--- config.mk ---
export PLATFORM = sky130hd
export DESIGN_NAME = lfw_gap_writer
export DESIGN_NICKNAME = d
export VERILOG_FILES = /design/src/rtl/lfw_pkg.sv /design/src/rtl/lfw_ms_prescale.sv /design/src/rtl/lfw_phase_timer.sv /design/src/rtl/lfw_frame_shift.sv /design/src/rtl/lfw_gap_writer.sv
export SDC_FILE = /design/constraint.sdc
export NUM_CORES = 1
export LEC_CHECK = 0
export BUFFER_PORTS_ARGS = -buffer_cell sky130_fd_sc_hd__buf_4
export CORE_MARGIN = 2
export CORE_UTILIZATION = 45
export CTS_CLUSTER_DIAMETER = 100
export DETAILED_ROUTE_END_ITERATION = 8
export PLACE_DENSITY_LB_ADDON = 0.08
export SLEW_MARGIN = 40
export SYNTH_ARGS = -nofsm -noshare
export SYNTH_HDL_FRONTEND = slang
export SYNTH_SLANG_ARGS = --single-unit
--- constraint.sdc ---
create_clock -name clk -period 4 [get_ports clk]
set_input_delay 0.8 -clock clk [delete_from_list [all_inputs] [get_ports clk]]
set_output_delay 0.8 -clock clk [all_outputs]
set_load 0.01 [all_outputs]
--- src/rtl/lfw_pkg.sv ---
package lfw_pkg;
  typedef enum logic [2:0] {
    PH_IDLE,
    PH_POWER,
    PH_SGAP,
    PH_BIT_ON,
    PH_BIT_GAP,
    PH_PROG
  } phase_e;

  function automatic logic carrier_of(phase_e p);
    return (p == PH_POWER) || (p == PH_BIT_ON) || (p == PH_PROG);
  endfunction
endpackage

--- src/rtl/lfw_ms_prescale.sv ---
module lfw_ms_prescale #(
  parameter int US_PER_MS = 1000
) (
  input  logic clk,
  input  logic rst,
  input  logic clear,
  input  logic us_tick,
  output logic ms_tick
);
  localparam int PRE_W = $clog2(US_PER_MS + 1);
  localparam logic [PRE_W-1:0] LAST = PRE_W'(US_PER_MS - 1);

  logic [PRE_W-1:0] pre;

  assign ms_tick = us_tick && (pre == LAST);

  always_ff @(posedge clk) begin
    if (rst || clear) pre <= '0;
    else if (us_tick) pre <= (pre == LAST) ? '0 : pre + 1'b1;
  end

  AST_PRESCALE_RANGE: assert property (@(posedge clk) disable iff (rst)
    pre <= LAST);
endmodule

--- src/rtl/lfw_phase_timer.sv ---
module lfw_phase_timer #(
  parameter int CNT_W = 9
) (
  input  logic             clk,
  input  logic             rst,
  input  logic             clear,
  input  logic             tick,
  input  logic [CNT_W-1:0] len,
  output logic             expire
);
  logic [CNT_W-1:0] cnt;

  assign expire = tick && (cnt == len - 1'b1);

  always_ff @(posedge clk) begin
    if (rst || clear) cnt <= '0;
    else if (tick) cnt <= cnt + 1'b1;
  end

  AST_TIMER_RANGE: assert property (@(posedge clk) disable iff (rst)
    (len != '0) |-> (cnt < len));
endmodule

--- src/rtl/lfw_frame_shift.sv ---
module lfw_frame_shift #(
  parameter int FRAME_W = 38
) (
  input  logic               clk,
  input  logic               rst,
  input  logic               load,
  input  logic               shift,
  input  logic [FRAME_W-1:0] frame_in,
  output logic               cur_bit,
  output logic               last
);
  localparam int IDX_W = $clog2(FRAME_W + 1);
  localparam logic [IDX_W-1:0] LAST_IDX = IDX_W'(FRAME_W - 1);

  logic [FRAME_W-1:0] sr;
  logic [IDX_W-1:0]   idx;

  assign cur_bit = sr[FRAME_W-1];
  assign last    = (idx == LAST_IDX);

  always_ff @(posedge clk) begin
    if (rst) begin
      sr  <= '0;
      idx <= '0;
    end else if (load) begin
      sr  <= frame_in;
      idx <= '0;
    end else if (shift) begin
      sr  <= {sr[FRAME_W-2:0], 1'b0};
      idx <= idx + 1'b1;
    end
  end

  AST_INDEX_RANGE: assert property (@(posedge clk) disable iff (rst)
    idx <= LAST_IDX);
endmodule

--- src/rtl/lfw_gap_writer.sv ---
module lfw_gap_writer #(
  parameter int DATA_W       = 32,
  parameter int ADDR_W       = 3,
  parameter int US_PER_MS    = 1000,
  parameter int POWERUP_MS   = 150,
  parameter int PROG_MS      = 20,
  parameter int START_GAP_US = 250,
  parameter int GAP_US       = 160,
  parameter int ZERO_US      = 144,
  parameter int ONE_US       = 400
) (
  input  logic              clk,
  input  logic              rst,
  input  logic              start,
  input  logic [DATA_W-1:0] wr_data,
  input  logic [ADDR_W-1:0] wr_addr,
  input  logic              us_tick,
  output logic              field_on,
  output logic              busy,
  output logic              done
);
  import lfw_pkg::*;

  localparam int FRAME_W = 3 + DATA_W + ADDR_W;
  localparam int MAX_A   = (POWERUP_MS > PROG_MS) ? POWERUP_MS : PROG_MS;
  localparam int MAX_B   = (START_GAP_US > GAP_US) ? START_GAP_US : GAP_US;
  localparam int MAX_C   = (ONE_US > ZERO_US) ? ONE_US : ZERO_US;
  localparam int MAX_AB  = (MAX_A > MAX_B) ? MAX_A : MAX_B;
  localparam int MAX_ALL = (MAX_AB > MAX_C) ? MAX_AB : MAX_C;
  localparam int CNT_W   = $clog2(MAX_ALL + 1);

  phase_e           phase, nxt;
  logic             adv, load, shift, fin;
  logic             ms_tick, tsel, expire, cur_bit, last;
  logic [CNT_W-1:0] len;

  lfw_ms_prescale #(.US_PER_MS(US_PER_MS)) u_pre (
    .clk(clk), .rst(rst), .clear(adv || (phase == PH_IDLE)),
    .us_tick(us_tick), .ms_tick(ms_tick)
  );

  lfw_phase_timer #(.CNT_W(CNT_W)) u_tmr (
    .clk(clk), .rst(rst), .clear(adv || (phase == PH_IDLE)),
    .tick(tsel), .len(len), .expire(expire)
  );

  lfw_frame_shift #(.FRAME_W(FRAME_W)) u_frm (
    .clk(clk), .rst(rst), .load(load), .shift(shift),
    .frame_in({3'b100, wr_data, wr_addr}),
    .cur_bit(cur_bit), .last(last)
  );

  always_comb begin
    tsel = ((phase == PH_POWER) || (phase == PH_PROG)) ? ms_tick : us_tick;
    case (phase)
      PH_POWER:   len = CNT_W'(POWERUP_MS);
      PH_SGAP:    len = CNT_W'(START_GAP_US);
      PH_BIT_ON:  len = cur_bit ? CNT_W'(ONE_US) : CNT_W'(ZERO_US);
      PH_BIT_GAP: len = CNT_W'(GAP_US);
      PH_PROG:    len = CNT_W'(PROG_MS);
      default:    len = CNT_W'(1);
    endcase
  end

  always_comb begin
    nxt   = phase;
    adv   = 1'b0;
    load  = 1'b0;
    shift = 1'b0;
    fin   = 1'b0;
    case (phase)
      PH_IDLE: if (start) begin
        nxt = PH_POWER; adv = 1'b1; load = 1'b1;
      end
      PH_POWER: if (expire) begin
        nxt = PH_SGAP; adv = 1'b1;
      end
      PH_SGAP: if (expire) begin
        nxt = PH_BIT_ON; adv = 1'b1;
      end
      PH_BIT_ON: if (expire) begin
        nxt = PH_BIT_GAP; adv = 1'b1;
      end
      PH_BIT_GAP: if (expire) begin
        adv = 1'b1;
        if (last) nxt = PH_PROG;
        else begin
          nxt = PH_BIT_ON; shift = 1'b1;
        end
      end
      PH_PROG: if (expire) begin
        nxt = PH_IDLE; adv = 1'b1; fin = 1'b1;
      end
      default: nxt = PH_IDLE;
    endcase
  end

  always_ff @(posedge clk) begin
    if (rst) begin
      phase    <= PH_IDLE;
      field_on <= 1'b0;
      busy     <= 1'b0;
      done     <= 1'b0;
    end else begin
      phase    <= nxt;
      field_on <= carrier_of(nxt);
      busy     <= (nxt != PH_IDLE);
      done     <= fin;
    end
  end

  AST_FIELD_IN_WRITE: assert property (@(posedge clk) disable iff (rst)
    field_on |-> busy);
  AST_DONE_SINGLE: assert property (@(posedge clk) disable iff (rst)
    done |=> !done);
  AST_DONE_ENDS: assert property (@(posedge clk) disable iff (rst)
    done |-> (!busy && !field_on && $past(busy)));
  AST_BUSY_FROM_START: assert property (@(posedge clk) disable iff (rst)
    $rose(busy) |-> $past(start));
  AST_START_IGNORED: assert property (@(posedge clk) disable iff (rst)
    (busy && start) |=> !$rose(phase == PH_POWER));
endmodule

After elaboration in Yosys (flattened, before gate mapping)
Index checks and enable logic that the tools add are counted.
{"block": "op_classes", "addsub": 4, "multipliers": 0, "div_mod_pow": 0, "n_lt_le_gt_ge": 0, "eq_ne": 11, "n_shift": 0, "muxes": 21, "bitwise": 1, "n_reduce_logical": 13}
{"operator": "$mux W38", "count": 2}
{"operator": "$pmux W9 S5", "count": 1}
{"operator": "$mux W3", "count": 7}
{"operator": "$pmux W3 S6", "count": 1}
{"operator": "$add A10 B1 Y10 const B", "count": 1}
{"operator": "$eq A10 B10 Y1 const B", "count": 1}
{"operator": "$mux W10", "count": 1}
{"operator": "$add A9 B1 Y9 const B", "count": 1}
{"operator": "$eq A3 B2 Y1 const B", "count": 3}
{"operator": "$eq A3 B3 Y1 const B", "count": 3}
{"operator": "$eq A9 B9 Y1", "count": 1}
{"operator": "$mux W9", "count": 1}
{"operator": "$sub A9 B1 Y9 const B", "count": 1}
{"operator": "$mux W1", "count": 7}
{"operator": "$add A6 B1 Y6 const B", "count": 1}
{"operator": "$eq A3 B1 Y1 const B", "count": 2}
{"operator": "$eq A6 B6 Y1 const B", "count": 1}
{"operator": "$logic_or A1 B1 Y1", "count": 5}
{"operator": "$reduce_or A5 Y1", "count": 1}
{"operator": "$reduce_or A2 Y1", "count": 2}
{"operator": "$logic_not A3 Y1", "count": 1}
{"operator": "$reduce_bool A3 Y1", "count": 1}
{"operator": "$logic_and A1 B1 Y1", "count": 2}
{"operator": "$pmux W1 S2", "count": 1}
{"operator": "2 further kinds", "count": 2}
{"block": "word_totals", "reg_bits": 69, "latchBits": 0, "ram_bits": 0, "rom_bits": 0, "word_cells": 59, "mem_count": 0}

Logic depth before layout (Yosys ltp)
{"block": "depth", "depth_word": 10, "depth_mapped": 12, "ltp_nobuf": 8}

By module
From an unflattened synthesis, not the netlist that was laid out.
{"block": "unflattened", "cells_unflattened": 380, "hier_area_um2": 3637.2}
{"module": "lfw_frame_shift", "n_inst": 1, "cells_per_inst": 196, "area_per_inst_um2": 2079.5, "seq_area_each_um2": 880.8}
{"module": "lfw_phase_timer", "n_inst": 1, "cells_per_inst": 81, "area_per_inst_um2": 676.9, "seq_area_each_um2": 180.2}
{"module": "lfw_ms_prescale", "n_inst": 1, "cells_per_inst": 54, "area_per_inst_um2": 475.5, "seq_area_each_um2": 200.2}
{"module": "lfw_gap_writer", "n_inst": 1, "cells_per_inst": 49, "area_per_inst_um2": 405.4, "seq_area_each_um2": 120.1}

Worst setup path before layout
Ideal clock, no wire load.
{"block": "synth_timing", "path_kind": "flip-flop to flip-flop", "start": "reg phase[2]", "end": "reg u_frm.idx[5]", "setup_time_ns": 0.072, "t_arrival_ns": 2.890, "setup_slack_ns": 1.038, "path_stages_with_launch": 13, "path_buffers": 4, "synth_period_minus_slack_ns": 2.962, "path_cell_list": "dfxtp_1 buf_2 inv_1 ha_1 clkbuf_1 o21bai_1 a221o_1 a32oi_1 or4_1 clkbuf_1 buf_2 nor4_2 mux2i_1"}
{"block": "synth_via", "elab_chain_cells": 7, "elab_cells_between_ends": 16, "classes_between": "add/sub: 1; eq/ne: 6; mux: 5; reduce/logical: 4"}
{"item": "from (decl)", "line": "lfw_gap_writer.sv:32", "rtl": "phase_e phase, nxt;"}
{"item": "from (signal assigned)", "line": "lfw_gap_writer.sv:105", "rtl": "phase <= nxt;"}
{"item": "$eq A3 B3 Y1 (tied with other cells)", "line": "lfw_gap_writer.sv:54, lfw_gap_writer.sv:55"}
{"item": "$pmux W9 S5", "line": "lfw_gap_writer.sv:55", "rtl": "case (phase)"}
{"item": "$sub A9 B1 Y9", "line": "lfw_phase_timer.sv:13", "rtl": "assign expire = tick && (cnt == len - 1'b1);"}
{"item": "$eq A9 B9 Y1", "line": "lfw_phase_timer.sv:13"}
{"item": "$logic_and A1 B1 Y1", "line": "lfw_phase_timer.sv:13"}
{"item": "$mux W1", "line": "lfw_gap_writer.sv:84", "rtl": "PH_BIT_GAP: if (expire) begin"}
{"item": "$mux W1", "line": "lfw_gap_writer.sv:71", "rtl": "case (phase)"}
{"item": "to (signal assigned)", "line": "lfw_frame_shift.sv:30", "rtl": "idx <= idx + 1'b1;"}
{"item": "to (decl)", "line": "lfw_frame_shift.sv:16", "rtl": "logic [IDX_W-1:0] idx;"}
Parallel ways exist; a longest one is shown, timed or not.
A chain may end at the register's enable or synchronous reset.

Final worst setup path
{"block": "layout_timing", "start": "reg phase[2]", "end": "reg u_frm.sr[31]"}
{"block": "layout_via", "elab_chain_cells": 8, "elab_cells_between_ends": 17, "classes_between": "add/sub: 1; eq/ne: 6; mux: 6; reduce/logical: 4"}
{"item": "$eq A3 B3 Y1 (tied with other cells)", "line": "lfw_gap_writer.sv:54, lfw_gap_writer.sv:55"}
{"item": "$pmux W9 S5", "line": "lfw_gap_writer.sv:55"}
{"item": "$sub A9 B1 Y9", "line": "lfw_phase_timer.sv:13"}
{"item": "$eq A9 B9 Y1", "line": "lfw_phase_timer.sv:13"}
{"item": "$logic_and A1 B1 Y1", "line": "lfw_phase_timer.sv:13"}
{"item": "$mux W1", "line": "lfw_gap_writer.sv:84"}
{"item": "$mux W1", "line": "lfw_gap_writer.sv:71"}
{"item": "$reduce_bool A2 Y1 (no source line)"}
{"item": "to (signal assigned)", "line": "lfw_frame_shift.sv:26", "rtl": "sr <= frame_in;"}
{"item": "to (signal assigned)", "line": "lfw_frame_shift.sv:29", "rtl": "sr <= {sr[FRAME_W-2:0], 1'b0};"}
{"item": "to (decl)", "line": "lfw_frame_shift.sv:15", "rtl": "logic [FRAME_W-1:0] sr;"}
Parallel ways exist; a longest one is shown, timed or not.

==> impl_metrics.py <==
metrics = {
    "synthesis": {
        "ys_seq_elements": 69,
        "syn_nets": 501,
        "synth_cells": 456,
        "synth_warnings": 0,
        "syn_area_per_cell_um2": 7.97,
        "syn_area_mm2": 0.00364,
        "async_flop_share": 0,
        "seq_area_frac_synth": 0.380,
        "yosys_most_used_dff": "dfxtp_1",
        "synth_edf_count": 0,
        "synth_cell_types": 55,
    },
    "setup_path": {
        "crit_arrival_ns": 3.51,
        "crit_fanout": 43,
        "worstPathRequired_ns": 4.24,
        "worst_r2r_path_depth": 8,
        "criticalPathCategory": "reg2reg",
        "crit_path_start_kind": "flop",
        "rrSetupSlack_ns": 0.74,
        "reg2reg_to": "u_frm.sr[31]$_SDFFE_PP0P_",
        "reg2reg_from": "phase[2]$_SDFF_PP0_",
        "worstSetupEndpointType": "flop",
    },
    "global_route": {
        "grt_usage": 0.207,
        "antenna_found_initial": 0,
        "grt_pass1_vias": 3188,
        "grt_max_degree": 45,
        "grt.overflow.total": 0,
        "grt_pass1_wl_mm": 14.9,
    },
    "final_layout": {
        "fin_nets": 523,
        "antenna_cells": 0,
        "final_cells": 585,
        "synthToLayoutAreaGrowth_pct": 16.1,
        "drive_above_1_share": 0.166,
        "fin_util": 0.544,
    },
    "sta": {
        "fmaxAchievable_mhz": 307,
        "finalCritPeriodShare": 0.816,
        "tns_ns": 0,
        "post-route-min-period_ns": 3.26,
        "relSlewSlack": 0.497,
        "final-hold-violation-count": 0,
        "slew_viol_final": 0,
        "rsz0062_at_grt": "no",
        "fin_skew_ns": 0.0126,
        "timing.hold.ws_ns": 0.472,
        "tightest_slew_ns": 0.754,
        "setup-violations-final": 0,
    },
    "place": {
        "hpwlAfterDp_mm": 5.38,
        "place_inst": 569,
        "port_buffers": 41,
        "gp_congestion": 0.842,
    },
    "clocking": {
        "htreeDepth": 3,
        "cts_buffers": 9,
        "clock-root-buffer": "clkbuf_8",
        "clockBufferDepth": 2,
        "cts_resized": 0,
        "clkTransAtPathRegs_ns": 0.08,
        "cts.sinks": 69,
        "clock_latency_ns": 0.35,
        "cts_tree": "yes",
        "cts_hold_buf": 0,
        "post_cts_buffers": 0,
    },
    "drt": {
        "firstDrtPassIters": 4,
        "antenna_left": 0,
        "vias_per_cell": 5.81,
        "vias": 3399,
        "drtIter0Drc": 186,
        "drc": 0,
        "wirelength_mm": 8.72,
        "wl_per_cell_um": 14.9,
    },
    "floorplanning": {
        "io_pins": 42,
        "initial_core_util": 0.468,
        "die-area_mm2": 0.00882,
        "dieHeight_um": 93.9,
        "fp.dieW_um": 93.9,
        "core_area_mm2": 0.00777,
        "rows": 32,
    },
    "status": {
        "status": "finished clean",
    },
    "pwr": {
        "power_density_mw_per_mm2": 387,
        "ir_worst_vdd_mv": 0.194,
        "power_mw": 1.63,
        "seqPwrFrac": 0.455,
        "p_leak_nw": 1.48,
        "p_switching_uw": 447,
        "p_clk_frac": 0.402,
        "p_int_mw": 1.18,
        "p_sw_frac": 0.274,
        "p_comb_frac": 0.143,
    },
    "worst_hold_path": {
        "hold_path_end": "u_frm.idx[5]$_SDFFE_PP0P_",
        "whs_path_depth": 2,
        "hp-class": "reg2reg",
        "hold_start": "u_frm.idx[5]$_SDFFE_PP0P_",
    },
    "job": {
        "cap_violations": 0,
    },
}
-- critical path, cell delays in order, from the launching register on --
cell	delay, ns
dfxtp_1	0.33
inv_1	0.10
ha_1	0.48
or4_1	0.55
a221oi_1	0.58
or4_1	0.21
buf_4	0.39
o21ai_1	0.22
o221a_2	0.30
-- layout by cell type (no fill, tap or decap), types with 3 or more instances in the layout --
| master | n |
|---|---|
| dfxtp_1 | 69 |
| nand2_1 | 55 |
| buf_4 | 50 |
| nor2_1 | 42 |
| nand3_1 | 35 |
| o211ai_1 | 32 |
| a31oi_1 | 29 |
| a21oi_1 | 12 |
| o21ai_0 | 11 |
| xor2_1 | 11 |
| clkbuf_8 | 10 |
| nand2b_1 | 8 |
| nor3_1 | 7 |
| nand4_1 | 7 |
| o221a_2 | 7 |
| inv_1 | 6 |
| xnor2_1 | 6 |
| ha_1 | 6 |
| nor2b_1 | 5 |
| or3_1 | 5 |
| and3_1 | 5 |
| or4_1 | 5 |
| nand3b_1 | 4 |
| mux2i_1 | 4 |
| and2_1 | 3 |
| and4_1 | 3 |
| nor3b_1 | 3 |
| o31ai_1 | 3 |
-- registers in the layout, summed over array words and instances (netlist names) --
name and count:
busy 1, phase 3, u_pre.pre 10, u_frm.idx 6, done 1, u_tmr.cnt 9, u_frm.sr 38, field_on 1
-- through the flow --
step	setup slack [ns]	cell area [um^2]
6_report	0.738	4220
5_1_grt	0.559	4220
4_1_cts	0.709	4220
3_5_place_dp	0.728	3980
3_3_place_gp	0.796	3980
2_1_floorplan	1.04	3640
-- kinds of logic after synthesis --
kind of cell / count (synthesis) / synth area share
xor+xnor: 17 / 0.0409
compound gates: 119 / 0.233
buf+inv: 46 / 0.0516
mux: 4 / 0.0110
fa+ha+maj: 6 / 0.0206
simple gates: 195 / 0.263
flops: 69 / 0.380
-- cells in the mapped netlist, drive strengths merged (2+ instances only) --
cell,n,area (um^2)
dfxtp,69,1380
nand2,56,210
nor2,42,158
nand3,35,175
o211ai,32,240
a31oi,29,181
clkbuf,28,106
o21ai,13,65.1
a21oi,12,60.1
buf,11,55.1
xor2,11,96.3
nand2b,8,50.1
nor3,8,40.0
inv,7,26.3
nand4,7,43.8
o221a,7,78.8
ha,6,75.1
xnor2,6,52.6
and3,5,31.3
nor2b,5,31.3
or3,5,31.3
or4,5,37.5
mux2i,4,40.0
nand3b,4,30.0
and2,3,18.8
and4,3,26.3
nor3b,3,22.5
nor4,3,25.0
o31ai,3,22.5
a221oi,2,17.5
a311o,2,20.0
o21bai,2,15.0
o311ai,2,17.5
-- power by group through the flow --
stage	combinational [mW]	clock (mW)	sequential, mW
3_5_place_dp	0.230	0	0.757
3_3_place_gp	0.229	0	0.758
2_1_floorplan	0.162	0	0.750
6_report	0.234	0.656	0.742
4_1_cts	0.232	0.671	0.742
5_1_grt	0.259	0.698	0.747
-- how the worst max path moves through the flow --
stage / endpoint / cells after the start / start
after floorplan: u_frm.idx[5]$_SDFFE_PP0P_ / 12 / phase[2]$_SDFF_PP0_
after global placement: u_pre.pre[1]$_SDFFE_PP0P_ / 6 / phase[0]$_SDFF_PP0_
after detailed placement: u_pre.pre[6]$_SDFFE_PP0P_ / 6 / phase[0]$_SDFF_PP0_
after CTS: u_pre.pre[4]$_SDFFE_PP0P_ / 6 / phase[0]$_SDFF_PP0_
after global routing: u_pre.pre[1]$_SDFFE_PP0P_ / 7 / phase[2]$_SDFF_PP0_
final: u_frm.sr[31]$_SDFFE_PP0P_ / 8 / phase[2]$_SDFF_PP0_
-- layer usage --
layer	GRT usage	vias to the layer above	wire, um
met1	0.290	1612	4420
met5	0	-	0
met2	0.318	63	3890
met3	0.0465	7	325
met4	0.0628	0	89
li1	-	1717	-
-- cell type report --
type	count	area, um^2
clock inverters	6	93.8
fillers	742	3540
flip-flops and latches	69	1380
well taps	102	128
clock buffers	10	138
inverters	7	26.3
multi-input cells	341	2080
repair buffers	50	375
(Power assumes the default switching activity.)
